[src/rtl/sfm_pkg.sv]
package sfm_pkg;

    typedef enum logic [2:0] {
        ST_IDLE,
        ST_LEAD,
        ST_HIGH,
        ST_LOW,
        ST_TRAIL,
        ST_GAP
    } sfm_state_e;

    function automatic int max_of(input int a, input int b);
        return (a > b) ? a : b;
    endfunction

endpackage

[src/rtl/sfm_timer.sv]
module sfm_timer #(
    parameter int TW = 6
) (
    input  logic          clk,
    input  logic          rst_n,
    input  logic          load,
    input  logic [TW-1:0] value,
    output logic          done
);
    logic [TW-1:0] remain;

    always_ff @(posedge clk or negedge rst_n) begin
        if (!rst_n)
            remain <= '0;
        else if (load)
            remain <= value;
        else if (remain != '0)
            remain <= remain - 1'b1;
    end

    assign done = (remain == '0);

endmodule

[src/rtl/sfm_shifter.sv]
module sfm_shifter #(
    parameter int W = 24
) (
    input  logic         clk,
    input  logic         rst_n,
    input  logic         load,
    input  logic [W-1:0] value,
    input  logic         shift,
    output logic         msb
);
    logic [W-1:0] word;

    always_ff @(posedge clk or negedge rst_n) begin
        if (!rst_n)
            word <= '0;
        else if (load)
            word <= value;
        else if (shift)
            word <= {word[W-2:0], 1'b0};
    end

    assign msb = word[W-1];

endmodule

[src/rtl/sfm_frame_master.sv]
module sfm_frame_master
    import sfm_pkg::*;
#(
    parameter int ADDR_W          = 5,
    parameter int CODE_W          = 14,
    parameter int PAD_LEN         = 24,
    parameter int CLK_PS          = 4000,
    parameter int HI_CYC          = 5,
    parameter int LO_CYC          = 5,
    parameter int LEAD_CYC        = 2,
    parameter int GAP_CYC         = 50,
    parameter int SCLK_MIN_PER_PS = 33334,
    parameter int PHASE_MIN_PS    = 13000,
    parameter int LEAD_MIN_PS     = 15000,
    parameter int SETUP_MIN_PS    = 10000,
    parameter int HOLD_MIN_PS     = 5000,
    parameter int GAP_MIN_PS      = 200000
) (
    input  logic              clk,
    input  logic              rst_n,
    input  logic              in_valid,
    output logic              in_ready,
    input  logic [ADDR_W-1:0] in_addr,
    input  logic [CODE_W-1:0] in_code,
    input  logic              pad24,
    output logic              sync_n,
    output logic              sclk,
    output logic              sdo
);
    localparam int WORD_LEN = ADDR_W + CODE_W;
    localparam int BC_W     = $clog2(PAD_LEN + 1);
    localparam int TMR_MAX  = max_of(max_of(HI_CYC, LO_CYC), max_of(LEAD_CYC, GAP_CYC));
    localparam int TW       = $clog2(TMR_MAX) + 1;

    localparam logic [TW-1:0]   T_LEAD = TW'(LEAD_CYC - 1);
    localparam logic [TW-1:0]   T_HI   = TW'(HI_CYC - 1);
    localparam logic [TW-1:0]   T_LO   = TW'(LO_CYC - 1);
    localparam logic [TW-1:0]   T_GAP  = TW'(GAP_CYC - 1);
    localparam logic [BC_W-1:0] N_WORD = BC_W'(WORD_LEN);
    localparam logic [BC_W-1:0] N_PAD  = BC_W'(PAD_LEN);

    // Elaboration-time parameter checks against the timing limits
    initial begin
        a_prm_period : assert ((HI_CYC + LO_CYC) * CLK_PS >= SCLK_MIN_PER_PS)
            else $error("serial clock period too short");
        a_prm_high   : assert (HI_CYC * CLK_PS >= max_of(PHASE_MIN_PS, SETUP_MIN_PS))
            else $error("high phase too short for width or setup");
        a_prm_low    : assert (LO_CYC * CLK_PS >= max_of(PHASE_MIN_PS, HOLD_MIN_PS))
            else $error("low phase too short for width or hold");
        a_prm_lead   : assert ((LEAD_CYC + HI_CYC) * CLK_PS >= LEAD_MIN_PS && LEAD_CYC >= 1)
            else $error("lead time too short");
        a_prm_gap    : assert (GAP_CYC * CLK_PS >= GAP_MIN_PS)
            else $error("inter-frame gap too short");
        a_prm_pad    : assert (PAD_LEN > WORD_LEN)
            else $error("pad length must exceed word length");
    end

    sfm_state_e      state, nstate;
    logic            tmr_load, tmr_done;
    logic [TW-1:0]   tmr_val;
    logic            sh_load, sh_shift, sh_msb;
    logic [BC_W-1:0] bits_left;
    logic [PAD_LEN-1:0] sh_value;

    assign sh_value = PAD_LEN'({in_addr, in_code}) << (PAD_LEN - WORD_LEN);

    sfm_timer #(.TW(TW)) u_timer (
        .clk   (clk),
        .rst_n (rst_n),
        .load  (tmr_load),
        .value (tmr_val),
        .done  (tmr_done)
    );

    sfm_shifter #(.W(PAD_LEN)) u_shift (
        .clk   (clk),
        .rst_n (rst_n),
        .load  (sh_load),
        .value (sh_value),
        .shift (sh_shift),
        .msb   (sh_msb)
    );

    // State register
    always_ff @(posedge clk or negedge rst_n) begin
        if (!rst_n)
            state <= ST_IDLE;
        else
            state <= nstate;
    end

    // Bit counter: loaded at acceptance, decremented at each falling edge
    always_ff @(posedge clk or negedge rst_n) begin
        if (!rst_n)
            bits_left <= '0;
        else if (sh_load)
            bits_left <= pad24 ? N_PAD : N_WORD;
        else if (state == ST_HIGH && tmr_done)
            bits_left <= bits_left - 1'b1;
    end

    // Next state and phase timer control
    always_comb begin
        nstate   = state;
        tmr_load = 1'b0;
        tmr_val  = '0;
        sh_load  = 1'b0;
        sh_shift = 1'b0;
        unique case (state)
            ST_IDLE: if (in_valid) begin
                nstate   = ST_LEAD;
                tmr_load = 1'b1;
                tmr_val  = T_LEAD;
                sh_load  = 1'b1;
            end
            ST_LEAD: if (tmr_done) begin
                nstate   = ST_HIGH;
                tmr_load = 1'b1;
                tmr_val  = T_HI;
            end
            ST_HIGH: if (tmr_done) begin
                nstate   = (bits_left == BC_W'(1)) ? ST_TRAIL : ST_LOW;
                tmr_load = 1'b1;
                tmr_val  = T_LO;
            end
            ST_LOW: if (tmr_done) begin
                nstate   = ST_HIGH;
                tmr_load = 1'b1;
                tmr_val  = T_HI;
                sh_shift = 1'b1;
            end
            ST_TRAIL: if (tmr_done) begin
                nstate   = ST_GAP;
                tmr_load = 1'b1;
                tmr_val  = T_GAP;
            end
            ST_GAP: if (tmr_done) begin
                nstate = ST_IDLE;
            end
            default: nstate = ST_IDLE;
        endcase
    end

    // Outputs decoded from registered state
    always_comb begin
        in_ready = (state == ST_IDLE);
        sclk     = (state == ST_HIGH);
        sync_n   = !(state == ST_LEAD || state == ST_HIGH ||
                     state == ST_LOW  || state == ST_TRAIL);
        sdo      = sync_n ? 1'b0 : sh_msb;
    end

    // Checker state for the assertions below
    logic [TW-1:0]   hi_run;
    logic [TW:0]     since_fall;
    logic [BC_W-1:0] fall_cnt;
    logic            sclk_d;
    localparam logic [TW-1:0] HI_L  = TW'(HI_CYC);
    localparam logic [TW:0]   GAP_L = (TW + 1)'(GAP_CYC);

    always_ff @(posedge clk or negedge rst_n) begin
        if (!rst_n) begin
            hi_run     <= '0;
            since_fall <= GAP_L;
            fall_cnt   <= '0;
            sclk_d     <= 1'b0;
        end else begin
            sclk_d     <= sclk;
            hi_run     <= sclk ? hi_run + 1'b1 : '0;
            if (sclk)
                since_fall <= '0;
            else if (since_fall < GAP_L)
                since_fall <= since_fall + 1'b1;
            fall_cnt   <= sync_n ? '0 : fall_cnt + BC_W'(sclk_d & ~sclk);
        end
    end

    a_r2_accept_starts_frame : assert property (@(posedge clk) disable iff (!rst_n)
        (in_valid && in_ready) |=> !sync_n);
    a_r2_busy_not_ready : assert property (@(posedge clk) disable iff (!rst_n)
        !sync_n |-> !in_ready);
    a_r3_sdo_moves_on_rise : assert property (@(posedge clk) disable iff (!rst_n)
        (!sync_n && $past(!sync_n) && !$rose(sclk)) |-> $stable(sdo));
    a_r4_edge_count : assert property (@(posedge clk) disable iff (!rst_n)
        $rose(sync_n) |-> (fall_cnt == N_WORD || fall_cnt == N_PAD));
    a_r5_high_width : assert property (@(posedge clk) disable iff (!rst_n)
        $fell(sclk) |-> (hi_run == HI_L));
    a_r7_gap_before_sync : assert property (@(posedge clk) disable iff (!rst_n)
        $fell(sync_n) |-> (since_fall >= GAP_L));
    a_r8_sclk_inside_frame : assert property (@(posedge clk) disable iff (!rst_n)
        sclk |-> !sync_n);
    a_r8_sdo_quiet_idle : assert property (@(posedge clk) disable iff (!rst_n)
        sync_n |-> !sdo);

endmodule

[config.mk]
export PLATFORM = sky130hd
export DESIGN_NAME = sfm_frame_master
export DESIGN_NICKNAME = d
export VERILOG_FILES = /design/src/rtl/sfm_pkg.sv /design/src/rtl/sfm_timer.sv /design/src/rtl/sfm_shifter.sv /design/src/rtl/sfm_frame_master.sv
export SDC_FILE = /design/constraint.sdc
export NUM_CORES = 1
export LEC_CHECK = 0
export ABC_AREA = 1
export ABC_CLOCK_PERIOD_IN_PS = 1900
export BUFFER_PORTS_ARGS = -buffer_cell sky130_fd_sc_hd__buf_2
export CORE_AREA = 2 2 86 47
export DETAILED_ROUTE_END_ITERATION = 16
export DIE_AREA = 0 0 88 49
export GPL_TIMING_DRIVEN = 0
export PLACE_DENSITY_LB_ADDON = 0.1
export SYNTH_ARGS = -nofsm -noshare
export SYNTH_HDL_FRONTEND = slang
export SYNTH_SLANG_ARGS = --single-unit
[constraint.sdc]
create_clock -name clk -period 1.9 [get_ports clk]
set_input_delay 0.19 -clock clk [delete_from_list [all_inputs] [get_ports clk]]
set_output_delay 0.19 -clock clk [all_outputs]
set_load 0.01 [all_outputs]
-- Word level (Yosys, flattened, before mapping)
Cells that the tools add are included.
- add/sub/neg operators: 2
- equal/unequal tests: 11
- multiplexer cells: 24
- reductions and logical operators: 15
- operators with widths (operator ; number):
    two-way mux 24 bit ; 2
    two-way mux 3 bit ; 7
    one-hot mux 6 bit (3 select lines) ; 1
    one-hot mux 3 bit (5 select lines) ; 1
    two-way mux 7 bit ; 2
    two-way mux 5 bit ; 2
    logical NOT 7 bit ; 1
    nonzero test 7 bit ; 1
    subtractor 7 x 1 -> 7 bit (second input constant) ; 1
    == test 3 x 2 -> 1 bit (second input constant) ; 2
    == test 3 bit (second input constant) ; 2
    two-way mux 1 bit ; 6
    two-way mux 6 bit ; 1
    != test 2 bit (second input constant) ; 3
    nonzero test 2 bit ; 3
    == test 5 x 1 -> 1 bit (second input constant) ; 1
    AND reduction 5 bit ; 1
    subtractor 5 x 1 -> 5 bit (second input constant) ; 1
    two-way mux 4 bit ; 1
    != test 2 x 1 -> 1 bit (second input constant) ; 2
    OR reduction 4 bit ; 1
    == test 3 x 1 -> 1 bit (second input constant) ; 1
    logical NOT 3 bit ; 1
    logical OR 1 bit ; 3
    5 further kinds ; 5
- register bits: 39
- input port bits: 23
- output and inout bits: 4
- word-level logic and storage cells: 56

-- Logic depth before layout (Yosys ltp)
Gate-level depths: netlist (run 1).
- depth in word-level cells: 5
- depth in mapped cells: 9
- depth with buffers taken out: 9

-- Cells and area by module
From an unflattened synthesis (run 1), not the netlist that was laid out.
- cells, all modules: 286
- area, all modules: 2204.6 µm²
- by module, submodules not included (module ; instances ; cells each ; area an instance (µm²) ; sequential area each (µm²)):
    sfm_shifter ; 1 ; 130 ; 1108.6 ; 600.6
    sfm_frame_master ; 1 ; 97 ; 613.1 ; 200.2
    sfm_timer ; 1 ; 59 ; 483.0 ; 175.2

-- Least setup slack after synthesis (run 1)
Ideal clock, no wire load.
- kind: register to register
- start point: register u_timer.remain[0]
- end point: register bits_left[4]
- setup time: 123 ps
- arrival time: 1254 ps
- required time: 1777 ps
- path slack: 523 ps
- stages on the path, launching flop included: 10
- buffers on the path: 0
- period minus slack after synthesis: 1377 ps
- cell sequence: dfrtp_1 > inv_1 > ha_1 > nand2_1 > nor2_4 > nand2_1 > nand2_1 > inv_1 > nand2_1 > nand2_1
- longest elaborated chain between the ends: 3
- ends and longest elaborated chain (what ; line ; source):
    start, declared ; sfm_timer.sv:10 ; logic [TW-1:0] remain;
    start signal, assigned ; sfm_timer.sv:16 ; remain <= value;
    start signal, assigned ; sfm_timer.sv:18 ; remain <= remain - 1'b1;
    logical NOT 7 bit ; sfm_timer.sv:21 ; assign done = (remain == '0);
    logical AND 1 bit ; sfm_frame_master.sv:98 ; else if (state == ST_HIGH && tmr_done)
    nonzero test 2 bit (no line) ; -- ;
    end signal, assigned ; sfm_frame_master.sv:97 ; bits_left <= pad24 ? N_PAD : N_WORD;
    end signal, assigned ; sfm_frame_master.sv:99 ; bits_left <= bits_left - 1'b1;
    end, declared ; sfm_frame_master.sv:62 ; logic [BC_W-1:0] bits_left;
No other way between the ends.
A chain may end at the register's enable or synchronous reset.

-- Worst setup path after layout (run 1)
- start point: register state[0]
- end point: output sdo
- longest elaborated chain between the ends: 5
- elaborated cells on any way between the ends: 8
- classes of those cells: eq/ne (4); mux (1); reduce/logical (3)
- ends and longest elaborated chain (what ; line ; source):
    start, declared ; sfm_frame_master.sv:58 ; sfm_state_e state, nstate;
    start signal, assigned ; sfm_frame_master.sv:89 ; state <= nstate;
    == test 3 x 1 -> 1 bit or == test 3 x 2 -> 1 bit (tied branches) ; sfm_frame_master.sv:148 ; sync_n = !(state == ST_LEAD || state == ST_HIGH ||
    logical OR 1 bit (2 in series) ; sfm_frame_master.sv:148 ;
    logical OR 1 bit * ; sfm_frame_master.sv:149 ; state == ST_LOW || state == ST_TRAIL);
    two-way mux 1 bit * ; sfm_frame_master.sv:150 ; sdo = sync_n ? 1'b0 : sh_msb;
    end, declared ; sfm_frame_master.sv:28 ; output logic sdo
Mark *: on every way between the ends. The rest lies on a longest branch, timed or not.

==> metrics.yaml, run 1 <==
multiInputGateArea_sq_um: 968.4
fill_cells: 357
ioPinCount: 27
synth_cells: 279
antenna_cells: 0
cts_tree: "done"
ys_seq_area_frac: 0.4334
cp_common_cell: "nand2_1"
finalNetCount: 340
first_iter_violations: 91
required_ns: 1.71
regArea_sq_um: 850.8
hold_violations: 0
port_buffers: 26
place.gp.congestion: 0.8612
period_minus_slack_ns: 1.616
ant_nets: 0
vias_per_cell: 4.840
syn_nets: 306
tns_ns: 0
cp_max_fo: 5
finalClockSkew_ns: 0.001557
syn_to_final_growth_pct: 15.23
grt_start_max_net_pins: 35
clockRootBuffer: "clkbuf_8"
drc: 0
core-area_sq_um: 3623
setup_viol_count_final: 0
fp.dieW_um: 88
cp.arrival_ns: 1.43
crit_slowest_cell: "dfrtp_1"
status: "finished, final reports clean"
fmax_ghz: 0.6187
ys_types: 24
overflow: 0
crit_type: "register to output pin"
grt_pass1_wl_um: 7755
first_pass_iters: 4
grt_setup_unrepaired: "false"
startpoint_type: "register"
hp-class: "primary input to register"
critical_path.max_stage_delay_ns: 0.46
drt-total-wl_um: 4234
start_util: 0.5418
vias: 1781
cts_sinks: 34
fin_crit_sh: 0.8507
worstMarginPinSlew_ns: 0.7624
cts_htree_levels: 2
max_slew_margin: 0.4917
layout_setup_ws_ns: 0.2838
end_kind: "output pin"
power_density_nw_per_um2: 582.9
drv_slew: 0
synth_area_sq_um: 1963
rows: 16
antenna_found_initial: 0
die_h_um: 49
clk_latency_ns: 0.29
power_leakage_nw: 1.315
clk_pin_slew_worst_paths_ns: 0.07
clock_path_buffers: 2
peakVddDrop_mv: 0.3723
drive_gt1_frac: 0.1720
detail_route.wl_per_cell_um: 11.51
postCtsSetupBuffers: 0
dp.final_hpwl_um: 3040
die_area_sq_um: 4312
crit_chain: "nor2_4 > nand2_1 > nand2_1 > inv_1 > nor2_1 > buf_2"
post-route-util: 0.6243
grt_pass1_vias: 1696
ys_seq_elements: 34
cap_violations: 0
synth.avg_cell_area_sq_um: 7.036
cts_buffers: 5
grtUsageTotal: 0.2365
pre_cts_ws_ns: 0.3064
yosys_warnings: 0
## metrics by stage
step | hold WS (ns) | power (mW) | cells | cell area [sq um]
floorplan | -0.1056 | 0.7379 | 279 | 1963
global placement | 0.3105 | 0.7745 | 359 | 2161
detailed placement | 0.3009 | 0.7741 | 359 | 2161
CTS | 0.1067 | 1.331 | 368 | 2262
global route | 0.1193 | 1.362 | 368 | 2262
finish | 0.1097 | 1.319 | 368 | 2262
## cell families after synthesis
kind of cell | after synthesis | synth area share
AOI/OAI and AO/OA | 13 | 0.03441
xor gates and xnor gates | 4 | 0.01785
adders and majority gates | 4 | 0.02549
buffers and inverters | 31 | 0.07330
DFF | 34 | 0.4334
and+or+nand+nor | 193 | 0.4156
## synthesized netlist by cell type
| cell type | number | area share |
|---|---|---|
| a21boi_0 | 1 | 0.0038 |
| a21oi_1 | 1 | 0.0025 |
| buf_2 | 4 | 0.010 |
| buf_4 | 4 | 0.015 |
| buf_6 | 1 | 0.0057 |
| dfrtp_1 | 34 | 0.43 |
| ha_1 | 4 | 0.025 |
| inv_1 | 19 | 0.036 |
| inv_2 | 3 | 0.0057 |
| nand2_1 | 139 | 0.27 |
| nand2_2 | 1 | 0.0032 |
| nand2_4 | 1 | 0.0057 |
| nand3_1 | 29 | 0.074 |
| nand3_2 | 1 | 0.0051 |
| nand3b_1 | 1 | 0.0038 |
| nor2_1 | 14 | 0.027 |
| nor2_4 | 2 | 0.011 |
| nor3_2 | 2 | 0.010 |
| o21ai_0 | 9 | 0.023 |
| o21ai_1 | 2 | 0.0051 |
| or2_1 | 1 | 0.0032 |
| or2_2 | 2 | 0.0064 |
| xnor2_1 | 1 | 0.0045 |
| xor2_1 | 3 | 0.013 |
## path summary, 6_finish.rpt
kind | startpoint | end | slack, ns | cells after the start
setup / recovery | state[0]$_DFFE_PN0P_ | sdo | 0.28 | 6
hold / removal | in_code[0] | u_shift.word[5]$_DFFE_PN0P_ | 0.11 | 3
setup reg to reg | u_timer.remain[0]$_DFFE_PN0P_ | bits_left[2]$_DFFE_PN0P_ | 0.29 | 9
hold reg to reg | bits_left[4]$_DFFE_PN0P_ | bits_left[4]$_DFFE_PN0P_ | 0.50 | 2
max in group asynchronous | rst_n | bits_left[4]$_DFFE_PN0P_ | 0.91 | 2
min in group asynchronous | rst_n | state[0]$_DFFE_PN0P_ | 0.50 | 2
## per-layer routing
metal | GRT usage | part of all wire | wire length, um
met1 | 0.3615 | 0.56 | 2361
met4 | 0.08462 | 0.014 | 60
met2 | 0.3207 | 0.38 | 1611
met5 | 0 | 0 | 0
met3 | 0.05922 | 0.047 | 201
## power by group
| group | internal [mW] | total (mW) | switching, mW |
|---|---|---|---|
| Combinational | 0.0170 | 0.0373 | 0.0203 |
| Clock | 0.292 | 0.558 | 0.266 |
| Sequential | 0.724 | 0.724 | 0 |
| Total | 1.03 | 1.32 | 0.286 |
## what timing repair did
item                                   CTS  global route
hold buffers                             1             0
endpoints found under the hold margin   34             0
gates resized for setup                  0             0
## placed cells by master (no fill, tap or decap), drive strengths merged
cell type / n
clkbuf: 7
nor3: 2
buf: 35
a21boi: 1
xor2: 3
nor2: 16
dfrtp: 34
nand3: 30
clkinv: 1
inv: 22
xnor2: 1
a21oi: 1
nand2: 141
o21ai: 11
or2: 3
dlygate4sd3: 1
nand3b: 1
ha: 4
## worst max-delay path: cells and delay by family (launching register included)
kind | cells | cell delay, ns
and+or+nand+nor | 4 | 0.48
buffers and inverters | 2 | 0.20
DFF | 1 | 0.46
## flip-flops by register name, summed over array words and instances (netlist names)
signal / count
u_shift.word: 19
state: 3
u_timer.remain: 7
bits_left: 5
## area by class of cell
type                       instances  share of cell area
clock inverter                     1            0.002212
buffer                             9             0.02710
multi-input combinational        214              0.4281
tap                               54             0.02987
timing repair buffer              27             0.06195
inverter                          22             0.03650
sequential                        34              0.3761
clock buffer                       7             0.03816
Power figures use the tool's default switching activity.
==> inputs of run 2 (changes only) <==
Settings changed: CORE_AREA 2 2 86 47 to 2 2 88 48, DIE_AREA 0 0 88 49 to 0 0 90 50, SLEW_MARGIN from default to 10.
==> metrics.yaml, run 2 (synthesis gave the netlist of run 1 again) <==
power_leakage_nw: 1.305  # -0.70%
hold_slack_ns: -0.02473  # -0.1344 ns
antenna_found_initial: 0  # unchanged
crit_chain: "inv_1 > ha_1 > nand2_1 > nor2_4 > nand2_1 > nand2_1 > inv_1 > nand2_1 > nand2_1"
layout_common_cells: "nand2_1 (139), dfrtp_1 (34), buf_2 (30)"
die_area_sq_um: 4500  # +4.4%
grt_start_max_net_pins: 35  # unchanged
crit_slowest_cell: "dfrtp_1"
core-area_sq_um: 3724  # +2.8%
overflow: 0  # unchanged
hold_violations: 34  # +34
detail_route.wl_per_cell_um: 11.42  # -0.70%
fmax_ghz: 0.6142  # -0.73%
drc: 0  # unchanged
cts_resized: 0  # unchanged
ioPinCount: 27  # unchanged
grt_pass1_vias: 1663  # -1.9%
mostFrequentLayoutCell: "nand2_1"
finalNetCount: 339  # -0.29%
cts_buffers: 5  # unchanged
cp.arrival_ns: 1.80  # +0.37 ns
grt_pass1_wl_um: 7679  # -0.98%
syn_to_final_growth_pct: 14.28
max_slew_margin: 0.4941  # +0.002349
clk_pin_slew_worst_paths_ns: 0.06  # about the same
cts_sinks: 34  # unchanged
hp-class: "primary input to asynchronous set/reset pin"
place.gp.congestion: 0.8454  # -1.8%
holdBufCountCts: 0  # -1
tns_ns: 0  # unchanged
clockRootBuffer: "clkbuf_8"
vias: 1747  # -1.9%
vias_per_cell: 4.786  # -1.1%
power_density_nw_per_um2: 572.4  # -1.8%
largestRegisters: "u_shift.word (19), u_timer.remain (7), bits_left (5)"
crit_type: "register to register"
cts_tree: "done"
grtUsageTotal: 0.2163  # -0.02015
cap_violations: 0  # unchanged
drv_slew: 0  # unchanged
end_kind: "register"
fp.dieW_um: 90  # +2.3%
startpoint_type: "register"
worstMarginPinSlew_ns: 0.7589  # -0.003523 ns
clock_path_buffers: 2  # unchanged
period_minus_slack_ns: 1.628  # +0.01185 ns
postCtsSetupBuffers: 0  # unchanged
required_ns: 2.07  # +0.36 ns
first_pass_iters: 5  # +1
fin_crit_sh: 0.8569  # +0.006237
first_iter_violations: 70  # -23%
drt-total-wl_um: 4170  # -1.5%
ant_nets: 0  # unchanged
critical_path.max_stage_delay_ns: 0.37  # -0.09 ns
port_buffers: 26  # unchanged
cts_htree_levels: 2  # unchanged
peakVddDrop_mv: 0.3084  # -17%
rows: 16  # unchanged
cp_common_cell: "nand2_1"
dp.final_hpwl_um: 3091  # +1.7%
largest-register: "u_shift.word"
antenna_cells: 0  # unchanged
largest_reg_flops: 19  # unchanged
finalClockSkew_ns: 0.001716  # +0.0001583 ns
status: "finished, violations left"
clk_latency_ns: 0.28  # about the same
drive_gt1_frac: 0.1704  # -0.001557
setup_viol_count_final: 0  # unchanged
cp_max_fo: 8  # +3
fill_cells: 350  # -2.0%
grt_setup_unrepaired: "false"
start_util: 0.5272  # -0.01456
die_h_um: 50  # +2.0%
violations: "negative hold slack"
## run 2: cell count changes in the layout (fill, tap and decap cells not counted)
cell,previous run,this run
dlygate4sd3_1,1,0
clkbuf_1,1,0
clkinv_2,1,0
## run 2: path summary, 6_finish.rpt
path	from	endpoint	slack, ns	cells past startpoint
worst min register to register	bits_left[4]$_DFFE_PN0P_	bits_left[4]$_DFFE_PN0P_	0.48	2
worst max register to register	u_timer.remain[0]$_DFFE_PN0P_	bits_left[3]$_DFFE_PN0P_	0.27	9
worst max-delay path	u_timer.remain[0]$_DFFE_PN0P_	bits_left[3]$_DFFE_PN0P_	0.27	9
max in group asynchronous	rst_n	u_shift.word[18]$_DFFE_PN0P_	1.44	1
min in group clk	in_code[0]	u_shift.word[5]$_DFFE_PN0P_	0.12	3
worst min-delay path	rst_n	state[0]$_DFFE_PN0P_	-0.02	1
## run 2: power by group
group	internal (mW)	switching, mW	leakage, nW
sequential	0.724	0	0.444
clock	0.279	0.245	0.0431
combinational	0.0157	0.0205	0.818
## run 2: area by class of cell
type / count / area, sq um / share of cell area
Inverter: 22 / 82.58 / 0.03681
Timing Repair Buffer: 26 / 130.1 / 0.05800
Tap cell: 54 / 67.56 / 0.03012
Buffer: 9 / 61.31 / 0.02733
Clock buffer: 6 / 82.58 / 0.03681
Multi-Input combinational cell: 214 / 968.4 / 0.4317
Sequential cell: 34 / 850.8 / 0.3793
## run 2: metrics by stage
stage	area [sq um]	power, mW	worst slack, ns	utilization	cells
finish	2243	1.284	0.2719	0.6025	365
global route	2243	1.331	0.06079	0.6025	365
CTS	2243	1.301	0.2861	0.6025	365
detailed placement	2161	0.7754	0.2984	0.5803	359
global placement	2161	0.7749	0.3243	0.5803	359
floorplan	1963	0.7379	0.5228	-	279
## run 2: metal layers
| layer | part of all wire | global-route usage |
|---|---|---|
| met5 | 0 | 0 |
| met4 | 0.011 | 0.08205 |
| met3 | 0.085 | 0.06422 |
| met2 | 0.37 | 0.2870 |
| met1 | 0.54 | 0.3259 |
## run 2: worst max-delay path, delay by kind of cell, from the launching register on
kind	cells	cell delay (ns)
buffers and inverters	2	0.25
AND/OR/NAND/NOR	6	0.72
adder cells (fa/ha/maj)	1	0.17
flip-flops	1	0.37
==> inputs of run 3 (changes only) <==
Settings changed: ABC_AREA 1 to default, BUFFER_PORTS_ARGS -buffer_cell sky130_fd_sc_hd__buf_2 to default, CORE_AREA 2 2 88 48 to 2 2 85 46, DIE_AREA 0 0 90 50 to 0 0 87 48, DONT_BUFFER_PORTS from default to 1, SLEW_MARGIN 10 to default.
==> metrics.yaml, run 3 <==
detail_route.wl_per_cell_um: 16.09  # +41%
grt_pass1_vias: 1420  # -15%
largestRegisters: "u_shift.word (19), u_timer.remain (7), bits_left (5)"
final_cells: 255  # -30%
path_buf_inv: 3  # +1
clk_latency_ns: 0.29  # about the same
clk_pin_slew_worst_paths_ns: 0.07  # about the same
synth_area_leaders: "dfrtp_1 (47%), a21oi_1 (7.7%), o22ai_1 (6.8%)"
dp.final_hpwl_um: 2686  # -13%
antenna_cells: 0  # unchanged
syn_nets: 228  # -25%
crit_type: "register to register"
critical_path.max_stage_delay_ns: 0.44  # +0.07 ns
finalNetCount: 239  # -29%
rows: 15  # -1
overflow: 0  # unchanged
hp-class: "primary input to register"
crit_slowest_cell: "dfrtp_2"
ioPinCount: 27  # unchanged
max_slew_margin: 0.6844  # +0.1903
synth_edf_count: 0  # unchanged
mostFrequentLayoutCell: "dfrtp_1"
synth_top_area_cell: "dfrtp_1"
power_leakage_nw: 0.8824  # -32%
core-area_sq_um: 3359  # -9.8%
syn_to_final_growth_pct: 11.50
post-route-util: 0.6067  # +0.004217
grtUsageTotal: 0.2151  # -0.001243
start_util: 0.5441  # +0.01692
hold_violations: 0  # -100%
fill_cells: 287  # -18%
dp_cells: 243  # -32%
fin_area_sq_um: 2038  # -9.1%
crit_chain: "inv_1 > ha_1 > nor2b_2 > buf_6 > and2_1 > buf_6 > mux2_1 > o21ai_1"
cts_htree_levels: 2  # unchanged
yosys_warnings: 0  # unchanged
first_pass_iters: 4  # -1
first_iter_violations: 78  # +11%
largest_reg_flops: 19  # unchanged
yosysMostFrequentCell: "dfrtp_1"
clock_path_buffers: 2  # unchanged
drc: 0  # unchanged
cp.arrival_ns: 2.02  # +0.22 ns
cts_buffers: 5  # unchanged
synth_cells: 201  # -28%
setup_viol_count_final: 0  # unchanged
vias: 1510  # -14%
vias_per_cell: 5.922  # +24%
cts_sinks: 34  # unchanged
die_h_um: 48  # -4.0%
startpoint_type: "register"
grt_pass1_wl_um: 6568  # -14%
period_minus_slack_ns: 1.820  # +0.1919 ns
layout_common_cells: "dfrtp_1 (33), a21oi_1 (28), nor2_1 (25)"
port_buffers: 0  # -100%
p_total_mw: 1.316  # +2.5%
synth.top_cell.area_share: 0.4654  # +0.03204
synth_area_sq_um: 1828  # -6.9%
fmax_ghz: 0.5495  # -11%
regArea_sq_um: 852.1  # +0.15%
cp_common_cell: "buf_6"
fp.dieW_um: 87  # -3.3%
rr_worst_depth: 8  # -1
status: "finished, final reports clean"
crit_cells: 8  # -1
multiInputGateArea_sq_um: 848.3  # -12%
die_area_sq_um: 4176  # -7.2%
cp_max_fo: 10  # +2
synthArstFlopShare: 1.000  # unchanged
cts_tree: "done"
synth.avg_cell_area_sq_um: 9.095  # +29%
place.gp.congestion: 0.7770  # -8.1%
cap_violations: 0  # unchanged
dpl_cell_area_sq_um: 1881  # -13%
finalClockSkew_ns: 0.004838  # +0.003122 ns
drt-total-wl_um: 4102  # -1.6%
ys.flop_type: "dfrtp_1"
drive_gt1_frac: 0.1502  # -0.02018
synthTopCellsByCount: "dfrtp_1 (34), a21oi_1 (28), nor2_1 (26)"
power_density_nw_per_um2: 645.6  # +13%
end_kind: "register"
worstMarginPinSlew_ns: 0.4701  # -0.2888 ns
clockRootBuffer: "clkbuf_8"
largest-register: "u_shift.word"
ys_seq_elements: 34  # unchanged
drv_slew: 0  # unchanged
required_ns: 2.10  # +0.03 ns
ant_nets: 0  # unchanged
ys_seq_area_frac: 0.4654  # +0.03204
peakVddDrop_mv: 0.4180  # +36%
grt_start_max_net_pins: 35  # unchanged
holdPathStages: 2
tns_ns: 0  # unchanged
cpLargestDelayFamily: "flip-flops"
antenna_found_initial: 0  # unchanged
ys_types: 36  # +50%
fin_crit_sh: 0.9579  # +0.1010
==> run 3: final cells by class <==
| cell class | instances | share of cell area |
|---|---|---|
| clock inverter | 2 | 0.006139 |
| sequential | 34 | 0.4180 |
| timing repair buffer | 4 | 0.02210 |
| clock buffer | 6 | 0.04052 |
| buffer | 15 | 0.05463 |
| inverter | 9 | 0.01657 |
| tap | 42 | 0.02578 |
| multi-input combinational | 143 | 0.4162 |
==> run 3: worst paths after layout <==
path                                               start                            end  slack [ns]
setup / recovery           u_timer.remain[0]$_DFFE_PN0P_  u_timer.remain[0]$_DFFE_PN0P_        0.08
hold / removal                                in_code[0]    u_shift.word[5]$_DFFE_PN0P_        0.03
setup reg to reg           u_timer.remain[0]$_DFFE_PN0P_  u_timer.remain[0]$_DFFE_PN0P_        0.08
hold reg to reg              u_shift.word[5]$_DFFE_PN0P_    u_shift.word[5]$_DFFE_PN0P_        0.53
max in group asynchronous                          rst_n  u_timer.remain[0]$_DFFE_PN0P_        1.36
min in group asynchronous                          rst_n       bits_left[4]$_DFFE_PN0P_        0.35
==> run 3: metrics by stage <==
| stage | hold slack, ns | worst slack (ns) |
|---|---|---|
| after global placement | -0.1049 | -0.01314 |
| after floorplan | -0.1056 | 0.1716 |
| after CTS | 0.02907 | 0.001988 |
| after global routing | 0.01863 | -0.005935 |
| final | 0.02806 | 0.08005 |
| after detailed placement | -0.1048 | -0.04167 |
==> run 3: where the power goes <==
part / switching (mW) / internal (mW)
Combinational: 0.0190 / 0.00877
Sequential: 0 / 0.723
Clock: 0.274 / 0.291
==> run 3: worst reg2reg max path, cell delays in order (launching register included) <==
cell and delay, ns:
dfrtp_2 0.44, inv_1 0.09, ha_1 0.15, nor2b_2 0.14
buf_6 0.15, and2_1 0.15, buf_6 0.14, mux2_1 0.33
o21ai_1 0.15
==> run 3: cell families after synthesis <==
group | share of synthesized area
adder cells (fa/ha/maj) | 0.02738
buffers and inverters | 0.07597
AO/OA/AOI/OAI | 0.2136
AND/OR/NAND/NOR | 0.1821
XOR/XNOR | 0.02396
multiplexers | 0.01164
flip-flops | 0.4654
==> run 3: what timing repair did <==
item                                    in CTS  in global routing
endpoints found under the hold margin       34                  0
hold buffers                                 2                  0
setup buffers                                0                  2
endpoints found under the setup margin       7                  3
cloned                                       0                  0
resized for setup                            3                  4
==> run 3: per-layer routing <==
layer	routed length, um	vias up	GRT usage
met2	1925	22	0.3573
met4	34	0	0.06563
met5	0	-	0
met1	1964	739	0.2694
met3	178	4	0.08276
li1	-	745	-
